### src/rtl/ibl_pkg.sv
package ibl_pkg;
   typedef enum logic [2:0] {
      ST_HDR  = 3'd0,
      ST_TEXT = 3'd1,
      ST_FILL = 3'd2,
      ST_FIN  = 3'd3,
      ST_HOLD = 3'd4,
      ST_ERR  = 3'd5
   } ld_state_t;

   typedef enum logic [2:0] {
      E_NONE   = 3'd0,
      E_SIG    = 3'd1,
      E_REV    = 3'd2,
      E_PSZ    = 3'd3,
      E_LAYOUT = 3'd4,
      E_SHORT  = 3'd5
   } ld_err_t;
endpackage

### src/rtl/ibl_hdr_parse.sv
module ibl_hdr_parse
   import ibl_pkg::*;
#(
   parameter int PTR_BYTES = 4,
   parameter int REVISION  = 1,
   parameter logic [7:0] SIG0 = 8'h52,
   parameter logic [7:0] SIG1 = 8'h57,
   localparam int ADDR_W = 8 * PTR_BYTES
) (
   input  logic              clk,
   input  logic              rst_n,
   input  logic              in_hdr,
   input  logic              cap,
   input  logic [ADDR_W-1:0] idx,
   input  logic [7:0]        byte_in,
   output logic [ADDR_W-1:0] eof_q,
   output logic [ADDR_W-1:0] eom_q,
   output logic [ADDR_W-1:0] eom_now,
   output ld_err_t           chk
);
   localparam int HDR_LEN  = 4 + 2 * PTR_BYTES;
   localparam int EOF_BASE = 4;
   localparam int EOM_BASE = 4 + PTR_BYTES;
   localparam logic [7:0] REV_CODE = 8'(97 + REVISION);
   localparam logic [7:0] PSZ_CODE = 8'(48 + $clog2(PTR_BYTES));

   if (PTR_BYTES != 1 && PTR_BYTES != 2 && PTR_BYTES != 4 && PTR_BYTES != 8) begin : g_bad_ptr
      $error("PTR_BYTES must be 1, 2, 4 or 8");
   end
   if (REVISION < 0 || REVISION > 158) begin : g_bad_rev
      $error("REVISION must fit in one header byte");
   end

   for (genvar g = 0; g < PTR_BYTES; g++) begin : g_lane
      logic [7:0] eof_b, eom_b;
      always_ff @(posedge clk or negedge rst_n) begin
         if (!rst_n) begin
            eof_b <= '0;
            eom_b <= '0;
         end else if (cap) begin
            if (idx == ADDR_W'(EOF_BASE + g)) eof_b <= byte_in;
            if (idx == ADDR_W'(EOM_BASE + g)) eom_b <= byte_in;
         end
      end
      assign eof_q[8*g +: 8]   = eof_b;
      assign eom_q[8*g +: 8]   = eom_b;
      assign eom_now[8*g +: 8] = (idx == ADDR_W'(EOM_BASE + g)) ? byte_in : eom_b;
   end

   always_comb begin
      chk = E_NONE;
      if (in_hdr) begin
         if (idx == ADDR_W'(0) && byte_in != SIG0)      chk = E_SIG;
         else if (idx == ADDR_W'(1) && byte_in != SIG1) chk = E_SIG;
         else if (idx == ADDR_W'(2) && byte_in != REV_CODE) chk = E_REV;
         else if (idx == ADDR_W'(3) && byte_in != PSZ_CODE) chk = E_PSZ;
         else if (idx == ADDR_W'(HDR_LEN - 1) &&
                  (eof_q < ADDR_W'(HDR_LEN) || eom_now < eof_q)) chk = E_LAYOUT;
      end
   end

   assert_ptr_hold_R4: assert property (@(posedge clk) disable iff (!rst_n)
      !cap |=> ($stable(eof_q) && $stable(eom_q)));
endmodule

### src/rtl/ibl_zero_fill.sv
module ibl_zero_fill #(
   parameter int ADDR_W = 32
) (
   input  logic              clk,
   input  logic              rst_n,
   input  logic              start,
   input  logic [ADDR_W-1:0] first_addr,
   input  logic [ADDR_W-1:0] limit,
   output logic              we,
   output logic [ADDR_W-1:0] addr,
   output logic              last
);
   logic              busy_q;
   logic [ADDR_W-1:0] addr_q;

   assign we   = busy_q;
   assign addr = addr_q;
   assign last = busy_q && (addr_q == limit - ADDR_W'(1));

   always_ff @(posedge clk or negedge rst_n) begin
      if (!rst_n) begin
         busy_q <= 1'b0;
         addr_q <= '0;
      end else if (start) begin
         busy_q <= 1'b1;
         addr_q <= first_addr;
      end else if (busy_q) begin
         if (last) busy_q <= 1'b0;
         else      addr_q <= addr_q + ADDR_W'(1);
      end
   end

   assert_fill_bound_R5: assert property (@(posedge clk) disable iff (!rst_n)
      busy_q |-> (addr_q < limit));
   assert_fill_step_R5: assert property (@(posedge clk) disable iff (!rst_n)
      (busy_q && $past(busy_q)) |-> (addr_q == $past(addr_q) + ADDR_W'(1)));
endmodule

### src/rtl/image_boot_loader.sv
module image_boot_loader
   import ibl_pkg::*;
#(
   parameter int PTR_BYTES = 4,
   parameter int REVISION  = 1,
   parameter logic [7:0] SIG0 = 8'h52,
   parameter logic [7:0] SIG1 = 8'h57,
   localparam int ADDR_W = 8 * PTR_BYTES
) (
   input  logic              clk,
   input  logic              rst_n,
   input  logic              in_valid,
   input  logic [7:0]        in_byte,
   input  logic              in_last,
   output logic              in_ready,
   output logic              mem_we,
   output logic [ADDR_W-1:0] mem_addr,
   output logic [7:0]        mem_wdata,
   output logic              done,
   output logic              load_err,
   output logic [2:0]        err_code,
   output logic [ADDR_W-1:0] start_pc
);
   localparam int HDR_LEN = 4 + 2 * PTR_BYTES;

   ld_state_t         state_q, state_d;
   ld_err_t           code_q, code_d, chk;
   logic [ADDR_W-1:0] ofs_q;
   logic [ADDR_W-1:0] eof_q, eom_q, eom_now;
   logic              accept, in_hdr, fmt_bad;
   logic              fill_start, fill_we, fill_last;
   logic [ADDR_W-1:0] fill_addr;

   assign in_ready = (state_q == ST_HDR) || (state_q == ST_TEXT);
   assign accept   = in_valid && in_ready;
   assign in_hdr   = (state_q == ST_HDR);
   assign fmt_bad  = accept && (chk != E_NONE);

   ibl_hdr_parse #(
      .PTR_BYTES(PTR_BYTES), .REVISION(REVISION), .SIG0(SIG0), .SIG1(SIG1)
   ) u_parse (
      .clk(clk), .rst_n(rst_n), .in_hdr(in_hdr),
      .cap(accept && in_hdr && !fmt_bad), .idx(ofs_q), .byte_in(in_byte),
      .eof_q(eof_q), .eom_q(eom_q), .eom_now(eom_now), .chk(chk)
   );

   ibl_zero_fill #(.ADDR_W(ADDR_W)) u_fill (
      .clk(clk), .rst_n(rst_n), .start(fill_start), .first_addr(eof_q),
      .limit(eom_q), .we(fill_we), .addr(fill_addr), .last(fill_last)
   );

   always_comb begin
      state_d = state_q;
      code_d  = code_q;
      unique case (state_q)
         ST_HDR: if (accept) begin
            if (fmt_bad) begin
               state_d = ST_ERR;
               code_d  = chk;
            end else if (ofs_q == ADDR_W'(HDR_LEN - 1)) begin
               if (eof_q == ADDR_W'(HDR_LEN))
                  state_d = (eom_now == eof_q) ? ST_FIN : ST_FILL;
               else if (in_last) begin
                  state_d = ST_ERR;
                  code_d  = E_SHORT;
               end else
                  state_d = ST_TEXT;
            end else if (in_last) begin
               state_d = ST_ERR;
               code_d  = E_SHORT;
            end
         end
         ST_TEXT: if (accept) begin
            if (ofs_q == eof_q - ADDR_W'(1))
               state_d = (eom_q == eof_q) ? ST_FIN : ST_FILL;
            else if (in_last) begin
               state_d = ST_ERR;
               code_d  = E_SHORT;
            end
         end
         ST_FILL: if (fill_last) state_d = ST_FIN;
         ST_FIN:  state_d = ST_HOLD;
         default: state_d = state_q;
      endcase
   end

   assign fill_start = (state_d == ST_FILL) && (state_q != ST_FILL);

   always_ff @(posedge clk or negedge rst_n) begin
      if (!rst_n) begin
         state_q <= ST_HDR;
         code_q  <= E_NONE;
         ofs_q   <= '0;
      end else begin
         state_q <= state_d;
         code_q  <= code_d;
         if (accept) ofs_q <= ofs_q + ADDR_W'(1);
      end
   end

   assign mem_we    = (accept && !fmt_bad) || fill_we;
   assign mem_addr  = fill_we ? fill_addr : ofs_q;
   assign mem_wdata = fill_we ? 8'h00 : in_byte;
   assign done      = (state_q == ST_FIN);
   assign load_err  = (state_q == ST_ERR);
   assign err_code  = code_q;
   assign start_pc  = (state_q == ST_FIN || state_q == ST_HOLD) ? ADDR_W'(HDR_LEN) : '0;

   assert_err_sticky_R9: assert property (@(posedge clk) disable iff (!rst_n)
      load_err |=> (load_err && $stable(err_code)));
   assert_err_quiet_R9: assert property (@(posedge clk) disable iff (!rst_n)
      load_err |-> (!mem_we && !done));
   assert_done_pulse_R8: assert property (@(posedge clk) disable iff (!rst_n)
      done |=> (!done && start_pc == $past(start_pc)));
   assert_fill_zero_R5: assert property (@(posedge clk) disable iff (!rst_n)
      (mem_we && !in_ready) |-> (mem_wdata == 8'h00));
   assert_short_R7: assert property (@(posedge clk) disable iff (!rst_n)
      (accept && in_last && state_q == ST_TEXT && ofs_q != eof_q - ADDR_W'(1))
      |=> (load_err && err_code == 3'd5));
endmodule

### config.mk
export PLATFORM = sky130hd
export DESIGN_NAME = image_boot_loader
export DESIGN_NICKNAME = d
export VERILOG_FILES = /design/src/rtl/ibl_pkg.sv /design/src/rtl/ibl_hdr_parse.sv /design/src/rtl/ibl_zero_fill.sv /design/src/rtl/image_boot_loader.sv
export SDC_FILE = /design/constraint.sdc
export NUM_CORES = 1
export LEC_CHECK = 0
export ABC_AREA = 1
export BUFFER_PORTS_ARGS = -buffer_cell sky130_fd_sc_hd__buf_2
export CELL_PAD_IN_SITES_DETAIL_PLACEMENT = 1
export CELL_PAD_IN_SITES_GLOBAL_PLACEMENT = 2
export CORE_ASPECT_RATIO = 1.2
export CORE_MARGIN = 2
export CORE_UTILIZATION = 30
export DETAILED_ROUTE_END_ITERATION = 8
export PLACE_DENSITY_LB_ADDON = 0.1
export SLEW_MARGIN = 20
export SYNTH_ARGS = -nofsm -noshare
export SYNTH_HDL_FRONTEND = slang
export SYNTH_SLANG_ARGS = --single-unit
### constraint.sdc
create_clock -name clk -period 4.9 [get_ports clk]
set_input_delay 0.98 -clock clk [delete_from_list [all_inputs] [get_ports clk]]
set_output_delay 0.98 -clock clk [all_outputs]
set_load 0.02 [all_outputs]
=== After elaboration in Yosys (flattened, before gate mapping) ===
Index checks and enable logic that the tools add are counted.

* Bits in registers: 135
* Input bits: 12
* Output and inout bits: 79
* Word-level logic and storage cells: 118

* $add $sub $neg: 4
* $lt $le $gt $ge: 2
* Equality and inequality tests: 32
* Multiplexer cells: 39
* Reductions and logical operators: 28

{| class="wikitable"
|+ Operators with widths
! kind !! number
|-
| $eq A32 B4 Y1 const B || 5
|-
| $eq A32 B3 Y1 const B || 4
|-
| $eq A32 B32 Y1 || 4
|-
| $mux W32 || 4
|-
| $mux W3 || 22
|-
| $add A32 B1 Y32 const B || 2
|-
| $eq A32 B2 Y1 const B || 2
|-
| $sub A32 B1 Y32 const B || 2
|-
| $mux W8 || 5
|-
| $eq A32 B1 Y1 const B || 1
|-
| $logic_not A32 Y1 || 1
|-
| $lt A32 B32 Y1 || 1
|-
| $lt A32 B4 Y1 const B || 1
|-
| $ne A8 B7 Y1 const B || 3
|-
| $logic_and A1 B1 Y1 || 12
|-
| $pmux W3 S4 || 1
|-
| $reduce_and A2 Y1 || 5
|-
| $eq A3 B2 Y1 const B || 3
|-
| $ne A2 B2 Y1 const B || 4
|-
| $ne A8 B6 Y1 const B || 1
|-
| $eq A3 B3 Y1 const B || 2
|-
| $pmux W3 S2 || 1
|-
| $mux W1 || 5
|-
| $reduce_and A5 Y1 || 1
|-
| 9 further kinds || 13
|}

=== Longest topological paths before layout ===
* Depth in word-level cells: 20
* Mapped depth: 31
* Mapped depth without buffers: 28

=== By module ===
A second synthesis with hierarchy kept.

* Cells, all modules: 2006
* Area, all modules: 12931.2 sq um

{| class="wikitable"
|+ Modules (own cells, without submodules)
! module !! instances !! cells an instance !! area an instance (sq um) !! seq. area each (sq um)
|-
| image_boot_loader || 1 || 834 || 5158.7 || 950.9
|-
| ibl_hdr_parse || 1 || 502 || 3960.0 || 1601.5
|-
| ibl_zero_fill || 1 || 670 || 3812.4 || 825.8
|}

=== Least setup slack after synthesis ===
OpenSTA, ideal clock, no wires.

* Kind: reg-to-output
* Start: register ofs_q[15]
* End: output port mem_we
* Arrival time: 3.251 ns
* Data required time: 3.920 ns
* Path slack: 0.669 ns
* Stages on the path, launching flop included: 24
* Buffers on the path: 1
* Cells stage by stage: dfrtp_1 > inv_1 > nand4_1 > nor2_1 > nand3_2 > nor3_1 > clkbuf_1 > nor2_1 > a21oi_1 > ha_1 > inv_1 > nor2_1 > o21ai_0 > nand2_1 > nand2_1 > nand2_1 > nand2_1 > nand2_1 > nand2_1 > nand2_1 > nand2_1 > nand3_1 > nand3_1 > nand2_1

* Word-level cells in the longest chain between the ends: 16
* Elaborated cells on any way between the ends: 30

{| class="wikitable"
|+ Ends and longest elaborated chain
! item !! line !! RTL
|-
| from (decl) || image_boot_loader.sv:28 || <nowiki>logic [ADDR_W-1:0] ofs_q;</nowiki>
|-
| from (signal assigned) || image_boot_loader.sv:97 || <nowiki>if (accept) ofs_q <= ofs_q + ADDR_W'(1);</nowiki>
|-
| $eq A32 B4 Y1 || ibl_hdr_parse.sv:47 || <nowiki>assign eom_now[8*g +: 8] = (idx == ADDR_W'(EOM_BASE + g)) ? byte_in : eom_b;</nowiki>
|-
| $mux W8 || - ||
|-
| net eom_now[1] || image_boot_loader.sv:29 || <nowiki>logic [ADDR_W-1:0] eof_q, eom_q, eom_now;</nowiki>
|-
| $lt A32 B32 Y1 || ibl_hdr_parse.sv:58 || <nowiki>(eof_q < ADDR_W'(HDR_LEN) || eom_now < eof_q)) chk = E_LAYOUT;</nowiki>
|-
| $logic_or A1 B1 Y1 || ibl_hdr_parse.sv:58 ||
|-
| $logic_and A1 B1 Y1 || ibl_hdr_parse.sv:57 || <nowiki>else if (idx == ADDR_W'(HDR_LEN - 1) &&</nowiki>
|-
| $mux W3 || ibl_hdr_parse.sv:57 ||
|-
| $mux W3 || ibl_hdr_parse.sv:56 || <nowiki>else if (idx == ADDR_W'(3) && byte_in != PSZ_CODE) chk = E_PSZ;</nowiki>
|-
| $mux W3 || ibl_hdr_parse.sv:55 || <nowiki>else if (idx == ADDR_W'(2) && byte_in != REV_CODE) chk = E_REV;</nowiki>
|-
| $mux W3 || ibl_hdr_parse.sv:54 || <nowiki>else if (idx == ADDR_W'(1) && byte_in != SIG1) chk = E_SIG;</nowiki>
|-
| $mux W3 || ibl_hdr_parse.sv:53 || <nowiki>if (idx == ADDR_W'(0) && byte_in != SIG0) chk = E_SIG;</nowiki>
|-
| $mux W3 || ibl_hdr_parse.sv:52 || <nowiki>if (in_hdr) begin</nowiki>
|-
| $reduce_bool A3 Y1 || image_boot_loader.sv:37 || <nowiki>assign fmt_bad = accept && (chk != E_NONE);</nowiki>
|-
| $logic_and A1 B1 Y1 || image_boot_loader.sv:37 ||
|-
| $logic_not A1 Y1 || image_boot_loader.sv:101 || <nowiki>assign mem_we = (accept && !fmt_bad) || fill_we;</nowiki>
|-
| $logic_and A1 B1 Y1 || image_boot_loader.sv:101 ||
|-
| $logic_or A1 B1 Y1 || image_boot_loader.sv:101 ||
|-
| to (decl) || image_boot_loader.sv:16 || <nowiki>output logic mem_we,</nowiki>
|}

The timed path passes the listed nets, and every way through them passes these cells.

=== Worst setup path in the final report ===
* Start: register ofs_q[9]
* End: output port mem_we

Same word-level chain as after synthesis.

==> results.toml <==
[die]
ios = 91
start_util = 0.3017
core.rowCount = 81
die_y_um = 225.2
core_mm2 = 0.04054
die_w_um = 188.3
dieArea_mm2 = 0.04241

[placed_design]
dpl.cell_count = 2434
gp_congestion = 0.8812
hpwlAfterDp_um = 43140
port_buffers = 60
place_ws_ps = 106.6

[sta]
setup_viol = 0
tightest_slew_ps = 1068
setup_tns_ps = 0
fin_skew_ps = 8.117
timing.final.hold_violations = 0
finalCritPeriodShare = 0.9577
period_minus_slack_ps = 4693
final_max_slew_viol_count = 0
relSlewSlack = 0.2839
timing.final.ws_setup_ps = 207.1
max_freq_mhz = 213.1

[synth]
syn-cell-area_mm2 = 0.01223
ys.flop_type = "dfrtp_1"
synth_top_cell_by_area = "dfrtp_1"
yosysMostFrequentCell = "nand2_1"
synth_seq_cells = 135
synth.distinct_cells = 53
ys_top_cells_by_count = "520 x nand2_1, 221 x nor2_1, 177 x inv_1"
synth.top_cell.area_share = 0.2762
synth-edff-count = 0
seq_area_frac_synth = 0.2762
synthCells = 1887
netlist_top_cells_area = "dfrtp_1 28%, nand2_1 16%, xor2_1 7.2%, nor2_1 6.8%, nand3_1 6.3%"
async_flop_share = 1.000
yosysWarnings = 0
syn_area_per_cell_um2 = 6.482

[route]
highest_layer = "met4"
drt_iter0_drc = 568
routed_wl_um = 53750
wl_met3_um = 1209
drt_first_pass_iters = 7
met2_length_um = 27000
via_count = 12458
wl_per_cell_um = 21.58
drc_errors = 0
vias_per_cell = 5.001
wl_met1_um = 23180
ant_nets = 0

[final_layout]
n_fill_cell = 5260
layout.cells.non_filler = 2491
layout-drive-gt1-share = 0.1378
nets = 1991
antenna_cells = 0
syn_to_final_growth_pct = 14.29

[clock_tree]
clockRootBuffer = "clkbuf_16"
ctsHoldBuffers = 0
cts_tree = "done"
htreeDepth = 4
cts_inserted_buffers = 17
clk_pin_slew_worst_paths_ps = 60
cts_max_path_buffers = 2
insertion_delay_ps = 460
clock-sinks = 135

[global_routing]
gr-usage-all-layers = 0.2571
antenna_found_initial = 0
grt_start_max_net_pins = 72
grt_remaining_overflow = 0
grt_pass1_wl_um = 80650
grt_pass1_vias = 12773

[job]
max_cap_viol_count = 0

[power]
p_per_area_mw_per_mm2 = 183.1
p_switching_w = 0.0006319
p_int_w = 0.001928
swShare = 0.2469
combinationalPowerShare = 0.034
p_leak_nw = 6.919
max-vdd-ir-drop_v = 0.0002426
pwr-share-seq = 0.435
clkPwrFrac = 0.530

[critical_path]
start_kind = "flip-flop"
worstPathArrival_ps = 3710
max_stage_delay_ps = 440
worst_path_dominant_cell_family = "simple AND/OR/NAND/NOR gates"
crit_slowest_cell = "dfrtp_1"
worst-path-buf-inv = 4
critPathKind = "reg2out"
end_kind = "output port"
required_ps = 3920
cp_cell_sequence = "inv_2, nand4_1, nor2_4, nand3_4, buf_8, nor3_4, buf_6, nor2_1, a21oi_2, ha_1, nand2_1, o21a_1, nand2_2, nand2_1, nand2_1, nand2_1, nand2_2, nand2_2, nand3_4, nand3_4, nand2_2, buf_6"
cp_max_fo = 8

[min_path]
hp-class = "reg2reg"

[status]
outcome = "completed"
## power groups by stage
| stage | clock network (W) | registers (W) | logic [W] |
|---|---|---|---|
| after floorplan | 0 | 0.00114 | 0.0000483 |
| after global placement | 0 | 0.00114 | 0.0000877 |
| after detailed placement | 0 | 0.00114 | 0.0000879 |
| after CTS | 0.00138 | 0.00111 | 0.0000886 |
| after global routing | 0.00143 | 0.00111 | 0.0000959 |
| final | 0.00136 | 0.00111 | 0.0000881 |
## placed cells by master, fill, tap and decap left out, drive strengths merged, types with 2 or more instances in the layout
| cell | instances |
|---|---|
| a21oi | 48 |
| a22oi | 2 |
| buf | 133 |
| bufinv | 2 |
| clkbuf | 24 |
| clkinv | 10 |
| clkinvlp | 2 |
| conb | 30 |
| dfrtp | 135 |
| ha | 40 |
| inv | 184 |
| mux2 | 11 |
| nand2 | 529 |
| nand3 | 157 |
| nand3b | 7 |
| nand4 | 56 |
| nor2 | 243 |
| nor3 | 36 |
| nor4 | 17 |
| o21a | 3 |
| o21ai | 119 |
| o21bai | 3 |
| o31ai | 2 |
| or2 | 6 |
| xnor2 | 40 |
| xor2 | 101 |
## kinds of logic after synthesis
group | count (synthesis) | share of synthesized area
adder cells (fa/ha/maj) | 40 | 0.04092
AND/OR/NAND/NOR | 1054 | 0.3756
flip-flops | 135 | 0.2762
other | 1 | 0.0003066
buffers and inverters | 319 | 0.1129
AO/OA/AOI/OAI | 184 | 0.08030
XOR/XNOR | 142 | 0.1028
multiplexers | 12 | 0.01095
## state kept, by name, summed over array words and instances, names as in the netlist
| name | count |
|---|---|
| u_fill.addr | 32 |
| u_parse.g_lane.eof_b | 32 |
| state_q | 3 |
| ofs_q | 32 |
| u_parse.g_lane.eom_b | 32 |
| err_code | 3 |
| u_fill.we | 1 |
## cell type report
class                   count  area, um2  share of cell area
multi-input cells        1462       7716              0.5520
flip-flops and latches    135       3381              0.2418
repair buffers            133      908.4             0.06498
inverters                 190      713.2             0.05102
well taps                 539      674.4             0.04824
clock buffers              24      491.7             0.03517
clock inverters             8      95.09            0.006802
## metal layers
metal | vias to the layer above | track usage
met5 | - | 0
met4 | 0 | 0.1187
met3 | 97 | 0.02289
met2 | 226 | 0.4599
met1 | 6060 | 0.3119
li1 | 6075 | -
## per-stage QoR
| step | total power (W) | area, um2 | utilization | hold slack [ps] |
|---|---|---|---|---|
| 2_1_floorplan | 0.001184 | 12340 | - | 463.2 |
| 4_1_cts | 0.002586 | 13740 | 0.3389 | 502.3 |
| 6_report | 0.002560 | 13980 | 0.3448 | 498.2 |
| 3_3_place_gp | 0.001223 | 13050 | 0.3220 | 478.7 |
| 3_5_place_dp | 0.001223 | 13050 | 0.3220 | 488.9 |
| 5_1_grt | 0.002644 | 13980 | 0.3448 | 541.5 |
## final timing paths
| path | start | endpoint | slack, ps | cells after the start |
|---|---|---|---|---|
| max in group asynchronous | rst_n | u_parse.g_lane[1].eof_b[7] | 3280 | 2 |
| min in group asynchronous | rst_n | ofs_q[23] | 580 | 1 |
| worst min-delay path | ofs_q[30] | ofs_q[30] | 500 | 1 |
| worst max register to register | ofs_q[9] | u_fill.addr[12] | 500 | 24 |
| worst min register to register | ofs_q[30] | ofs_q[30] | 500 | 1 |
| worst max-delay path | ofs_q[9] | mem_we | 210 | 22 |
## worst reg2reg max path: cells and delay by family, from the launching register on
kind | cells | cell delay, ps
compound gates | 3 | 270
fa+ha+maj | 1 | 290
buf+inv | 6 | 900
flops | 1 | 440
simple gates | 14 | 2360
## timing repair
action / in CTS / in global routing
resized for setup: 20 / 38
cloned: 1 / 0
hold endpoints to repair: 0 / 0
pin swaps: 2 / 10
setup buffers: 6 / 18
endpoints found under the setup margin: 1 / 13
No activity file was read; power rests on OpenSTA's default activity.
